## src/rtl/scu_pkg.sv

```systemverilog
package scu_pkg;
    localparam int SCU_ADDR_W  = 7;
    localparam int SCU_DATA_W  = 32;
    localparam int SCU_POK_W   = 2;
    localparam int SCU_NUM_EVT = 2;
    localparam int EVT_IO      = 0;
    localparam int EVT_INIT    = 1;

    localparam logic [SCU_ADDR_W-1:0] OFS_EVENT  = 7'h00;
    localparam logic [SCU_ADDR_W-1:0] OFS_ENABLE = 7'h04;
    localparam logic [SCU_ADDR_W-1:0] OFS_TEST   = 7'h08;
    localparam logic [SCU_ADDR_W-1:0] OFS_STATUS = 7'h50;

    typedef enum logic {
        WATCH_SEED = 1'b0,
        WATCH_RUN  = 1'b1
    } watch_state_e;
endpackage

```

## src/rtl/scu_change_det.sv

```systemverilog
module scu_change_det
    import scu_pkg::*;
#(
    parameter int W = 1
) (
    input  logic         clk,
    input  logic         rst_n,
    input  logic [W-1:0] sig_i,
    output logic         chg_o,
    output logic         armed_o
);
    watch_state_e state_q, state_d;
    logic [W-1:0] ref_q;

    always_comb begin
        state_d = state_q;
        unique case (state_q)
            WATCH_SEED: state_d = WATCH_RUN;
            WATCH_RUN:  state_d = WATCH_RUN;
            default:    state_d = WATCH_SEED;
        endcase
    end

    always_ff @(posedge clk or negedge rst_n) begin
        if (!rst_n) begin
            state_q <= WATCH_SEED;
            ref_q   <= '0;
        end else begin
            state_q <= state_d;
            ref_q   <= sig_i;
        end
    end

    always_comb begin
        armed_o = (state_q == WATCH_RUN);
        chg_o   = armed_o && (sig_i != ref_q);
    end
endmodule

```

## src/rtl/scu_evt_bit.sv

```systemverilog
module scu_evt_bit (
    input  logic clk,
    input  logic rst_n,
    input  logic set_i,
    input  logic clr_i,
    input  logic en_we_i,
    input  logic en_wdata_i,
    output logic state_o,
    output logic en_o,
    output logic irq_o
);
    logic state_d;

    always_comb begin
        if (set_i)      state_d = 1'b1;
        else if (clr_i) state_d = 1'b0;
        else            state_d = state_o;
    end

    always_ff @(posedge clk or negedge rst_n) begin
        if (!rst_n) begin
            state_o <= 1'b0;
            en_o    <= 1'b0;
            irq_o   <= 1'b0;
        end else begin
            state_o <= state_d;
            if (en_we_i) en_o <= en_wdata_i;
            irq_o   <= state_o & en_o;
        end
    end
endmodule

```

## src/rtl/scu_regs.sv

```systemverilog
module scu_regs
    import scu_pkg::*;
#(
    parameter int ADDR_W  = SCU_ADDR_W,
    parameter int DATA_W  = SCU_DATA_W,
    parameter int POK_W   = SCU_POK_W,
    parameter int NUM_EVT = SCU_NUM_EVT
) (
    input  logic               clk,
    input  logic               rst_n,
    input  logic [ADDR_W-1:0]  reg_addr,
    input  logic [DATA_W-1:0]  reg_wdata,
    input  logic               reg_we,
    input  logic               reg_re,
    output logic [DATA_W-1:0]  reg_rdata,
    input  logic [NUM_EVT-1:0] evt_state_i,
    input  logic [NUM_EVT-1:0] evt_en_i,
    input  logic               init_done_i,
    input  logic [POK_W-1:0]   io_pok_i,
    output logic [NUM_EVT-1:0] clr_o,
    output logic [NUM_EVT-1:0] test_o,
    output logic               en_we_o,
    output logic [NUM_EVT-1:0] en_wdata_o
);
    localparam int STAT_W = 1 + POK_W;

    logic              hit_event, hit_enable, hit_test, hit_status;
    logic [DATA_W-1:0] rd_mux;
    logic              unused_wdata;

    always_comb begin
        hit_event  = (reg_addr == ADDR_W'(OFS_EVENT));
        hit_enable = (reg_addr == ADDR_W'(OFS_ENABLE));
        hit_test   = (reg_addr == ADDR_W'(OFS_TEST));
        hit_status = (reg_addr == ADDR_W'(OFS_STATUS));
        clr_o      = (reg_we && hit_event) ? reg_wdata[NUM_EVT-1:0] : '0;
        test_o     = (reg_we && hit_test)  ? reg_wdata[NUM_EVT-1:0] : '0;
        en_we_o    = reg_we && hit_enable;
        en_wdata_o = reg_wdata[NUM_EVT-1:0];
    end

    assign unused_wdata = ^reg_wdata[DATA_W-1:NUM_EVT];

    always_comb begin
        rd_mux = '0;
        if (hit_event)       rd_mux[NUM_EVT-1:0] = evt_state_i;
        else if (hit_enable) rd_mux[NUM_EVT-1:0] = evt_en_i;
        else if (hit_status) rd_mux[STAT_W-1:0]  = {io_pok_i, init_done_i};
    end

    always_ff @(posedge clk or negedge rst_n) begin
        if (!rst_n)      reg_rdata <= '0;
        else if (reg_re) reg_rdata <= rd_mux;
    end
endmodule

```

## src/rtl/scu_status_irq.sv

```systemverilog
module scu_status_irq
    import scu_pkg::*;
#(
    parameter int ADDR_W = SCU_ADDR_W,
    parameter int DATA_W = SCU_DATA_W,
    parameter int POK_W  = SCU_POK_W
) (
    input  logic              clk,
    input  logic              rst_n,
    input  logic [ADDR_W-1:0] reg_addr,
    input  logic [DATA_W-1:0] reg_wdata,
    input  logic              reg_we,
    input  logic              reg_re,
    output logic [DATA_W-1:0] reg_rdata,
    input  logic              init_done_i,
    input  logic [POK_W-1:0]  io_pok_i,
    output logic              irq_io_o,
    output logic              irq_init_o
);
    localparam int NEVT = SCU_NUM_EVT;

    logic [NEVT-1:0] hw_chg, sw_test, sw_clr, evt_set, evt_state, evt_en, evt_irq, en_wdata;
    logic            en_we, io_armed, unused_init_armed;

    scu_change_det #(.W(POK_W)) u_io_det (
        .clk(clk), .rst_n(rst_n), .sig_i(io_pok_i),
        .chg_o(hw_chg[EVT_IO]), .armed_o(io_armed)
    );

    scu_change_det #(.W(1)) u_init_det (
        .clk(clk), .rst_n(rst_n), .sig_i(init_done_i),
        .chg_o(hw_chg[EVT_INIT]), .armed_o(unused_init_armed)
    );

    scu_regs #(.ADDR_W(ADDR_W), .DATA_W(DATA_W), .POK_W(POK_W), .NUM_EVT(NEVT)) u_regs (
        .clk(clk), .rst_n(rst_n), .reg_addr(reg_addr), .reg_wdata(reg_wdata),
        .reg_we(reg_we), .reg_re(reg_re), .reg_rdata(reg_rdata),
        .evt_state_i(evt_state), .evt_en_i(evt_en),
        .init_done_i(init_done_i), .io_pok_i(io_pok_i),
        .clr_o(sw_clr), .test_o(sw_test), .en_we_o(en_we), .en_wdata_o(en_wdata)
    );

    assign evt_set = hw_chg | sw_test;

    for (genvar g = 0; g < NEVT; g++) begin : g_evt
        scu_evt_bit u_bit (
            .clk(clk), .rst_n(rst_n),
            .set_i(evt_set[g]), .clr_i(sw_clr[g]),
            .en_we_i(en_we), .en_wdata_i(en_wdata[g]),
            .state_o(evt_state[g]), .en_o(evt_en[g]), .irq_o(evt_irq[g])
        );
    end

    assign irq_io_o   = evt_irq[EVT_IO];
    assign irq_init_o = evt_irq[EVT_INIT];
endmodule

```

## config.mk

```make
export PLATFORM = sky130hd
export DESIGN_NAME = scu_status_irq
export DESIGN_NICKNAME = d
export VERILOG_FILES = /design/src/rtl/scu_pkg.sv /design/src/rtl/scu_change_det.sv /design/src/rtl/scu_evt_bit.sv /design/src/rtl/scu_regs.sv /design/src/rtl/scu_status_irq.sv
export SDC_FILE = /design/constraint.sdc
export NUM_CORES = 1
export LEC_CHECK = 0
export ABC_AREA = 1
export ABC_CLOCK_PERIOD_IN_PS = 1900
export BUFFER_PORTS_ARGS = -buffer_cell sky130_fd_sc_hd__buf_4
export CELL_PAD_IN_SITES_DETAIL_PLACEMENT = 0
export CELL_PAD_IN_SITES_GLOBAL_PLACEMENT = 2
export CORE_MARGIN = 4
export CORE_UTILIZATION = 18
export DETAILED_ROUTE_END_ITERATION = 10
export PLACE_DENSITY = 0.88
export SLEW_MARGIN = 20
export SYNTH_ARGS = -nofsm -noshare
export SYNTH_HDL_FRONTEND = slang
export SYNTH_SLANG_ARGS = --single-unit
```

## constraint.sdc

```tcl
create_clock -name clk -period 1.9 [get_ports clk]
set_clock_uncertainty 0.05 [all_clocks]
set_input_delay 0.38 -clock clk [delete_from_list [all_inputs] [get_ports clk]]
set_output_delay 0.38 -clock clk [all_outputs]
set_load 0.005 [all_outputs]
```

==> summary.md <==
| Metric | Value |
|---|---|
| Status | completed |
| Unrepaired setup endpoints after global routing | no |
| Sw frac | 24.7% |
| Die area | 0.00598 mm² |
| Synth area leaders | dfrtp_1, buf_4, nand2_1 |
| Synth cell count leaders | buf_4, nand2_1, dfrtp_1 |
| Worst R2R Start | u_io_det.ref_q[0] |
| Reg power frac | 47.2% |
| Largest area contributor in the synthesized netlist | dfrtp_1 |
| Placed cell count | 179 |
| I/O Pins | 80 |
| Leakage | 0.583 nW |
| Fmax | 838 MHz |
| Antenna violations before repair | 0 |
| Final Max Tran Viols | 0 |
| Comb power frac | 14.4% |
| Max VDD drop | 146 µV |
| # resized after CTS | 0 |
| Initial Util | 19.2% |
| Hold wc startpoint | io_pok_i[0] |
| Total core area | 0.00450 mm² |
| First-pass iteration count of the detailed router | 3 |
| Yosys cell types | 17 |
| Fin crit period | 1190 ps |
| Cells along the critical path | buf_4 |
| Vias in the first global route | 605 |
| Num CTS Buffers | 3 |
| Residual DRC count | 0 |
| Clock Pin Slew Worst Setup and Hold Paths | 60 ps |
| First-pass GRT wire length | 2710 µm |
| Area Overhead vs Synth | 18.4% |
| Drt wl/cell | 8.67 µm |
| Total GRT Usage | 5.59% |
| GR Util met2 | 9.41% |
| Gr ovfl total | 0 |
| Met3 usage | 2.55% |
| Worst EP arrival | 760 ps |
| Psw | 154 µW |
| Mapped Cells | 108 |
| Worst-path maximum fanout | 2 |
| Final HPWL DP | 1380 µm |
| PortBufs | 20 |
| Tcrit/Tclk final | 62.8% |
| GRT busiest layer | met2 |
| Top_reg_cell synth | dfrtp_1 |
| Async SR Flop Fraction | 100% |
| Setup tns final | 0 ps |
| WP buf/inv | 1 |
| CP Data Required Time | 1470 ps |
| Routability cong. | 0.693 |
| Crit start category | flip-flop |
| Filler Cell Count | 511 |
| Core Rows | 24 |
| Count of final setup violators | 0 |
| Nets | 179 |
| Diode count | 0 |
| Kind of critical path | flip-flop to primary output |
| Total power | 627 µW |
| Final Cell Area | 0.00102 mm² |
| Number of synthesized register bits | 13 |
| HP Class | input port to flip-flop |
| Max-cap check violation count | 0 |
| Setup repair bufs after CTS | 0 |
| Power share of the clock group | 38.4% |
| H-tree depth | 1 |
| Clk_lat worst skew | 240 ps |
| Clock buffer depth | 2 |
| Routed vias/inst | 3.30 |
| Crit. End Element | primary output |
| Die width | 77.4 µm |
| GRT met1 Usage | 6.16% |
| Int Power | 472 µW |
| Post-synth top area share | 37.6% |
| Syn. warnings | 0 |
| Final hold violation count | 0 |
| Die span in y | 77.4 µm |
| Register area share after synthesis | 37.6% |
| Vias | 607 |
| Largest net degree at the start of global routing | 14 |
| Area after DPL | 968 µm² |
| CP max stage delay | 380 ps |
| Count leader, synth | buf_4 |
| Antenna viol nets, final | 0 |
| PD cells | 611 mW/mm² |
| Origin of the worst setup path | u_regs.reg_rdata[0] |
| Slowest CP cell | dfrtp_1 |
| Share of cells above drive strength 1 | 27.3% |
| CP delay by family, top | flip-flops |
| CTS tree | built |
| Initial DRC count | 42 |
| Root Driver | clkbuf_8 |
| Clock sinks | 13 |
| Post-synth EDFFs | 0 |
| Final WL | 1600 µm |
| Post-route insts no fill | 184 |
| Netlist Area Pre-Place | 866 µm² |
| Syn avg cell area | 8.02 µm² |
[worst paths after layout]
kind                                               end  slack (ps)  cells past startpoint
min in group asynchronous       g_evt[1].u_bit.state_o         460                      2
max in group asynchronous       g_evt[0].u_bit.state_o        1180                      2
worst max register to register  g_evt[0].u_bit.state_o         930                      3
worst max-delay path                      reg_rdata[0]         710                      1
worst min-delay path                 u_io_det.ref_q[0]         220                      1
worst min register to register     u_regs.reg_rdata[1]         430                      2
[power by group through the flow]
stage | Combinational, mW | Sequential, mW | Clock, mW
2_1_floorplan | 0.0830 | 0.299 | 0
3_3_place_gp | 0.0881 | 0.300 | 0
3_5_place_dp | 0.0892 | 0.300 | 0
4_1_cts | 0.0908 | 0.296 | 0.255
5_1_grt | 0.104 | 0.297 | 0.270
6_report | 0.0905 | 0.295 | 0.241
[cell families (layout without fill, tap and decap cells)]
kind of cell           after synthesis  in the layout  synth area share (%)
buffers and inverters               43             39                  31.2
AND/OR/NAND/NOR                     42             42                  24.4
flip-flops                          13             13                  37.6
AO/OA/AOI/OAI                        5              5                  2.89
XOR/XNOR                             3              3                  3.04
other                                2             30                 0.867
[flip-flops by register name, summed over array words and instances (netlist names)]
name and flops:
g_evt.u_bit.en_o 2, g_evt.u_bit.irq_o 2, g_evt.u_bit.state_o 2, u_init_det.armed_o 1, u_init_det.ref_q 1, u_io_det.ref_q 2
u_regs.reg_rdata 3
[worst reg2reg max path, delay by kind of cell (launching register included)]
family / cells / cell delay, ps
AO/OA/AOI/OAI: 1 / 180
XOR/XNOR: 1 / 150
flip-flops: 1 / 370
AND/OR/NAND/NOR: 1 / 100
[layout by cell type, fill, tap and decap left out, drive strengths merged]
cell and count:
nand3 11, nand4 2, dlygate4sd3 1, conb 30
nor2 7, clkinv 1, o21ai 3, buf 20
nand2 22, dfrtp 13, a21oi 2, xor2 3
clkbuf 3, inv 14
[cell type report]
class                   instances  area, µm²  share of cell area (%)
well taps                      52       65.1                    6.35
multi-input cells              80        375                    36.6
clock inverters                 1       5.00                   0.488
inverters                      14       52.6                    5.13
repair buffers                 21        160                    15.6
clock buffers                   3       41.3                    4.03
flip-flops and latches         13        325                    31.7
[repair_timing]
item,in CTS,in global routing
endpoints found under the setup margin,0,0
endpoints found under the hold margin,13,0
hold buffers,1,0
[per-layer routing]
metal / up-vias / wire length [µm]
met3: 2 / 149
met1: 262 / 613
met5: - / 0
met4: 0 / 12
li1: 319 / -
met2: 24 / 822
[per-stage QoR]
stage          util [%]  hold slack [ps]  worst slack (ps)
3_5_place_dp       21.5              184               637
3_3_place_gp       21.5              184               646
5_1_grt            22.8              207               663
6_report           22.8              217               707
4_1_cts            22.8              209               696
2_1_floorplan         -             34.4               853
(Power assumes the default switching activity.)
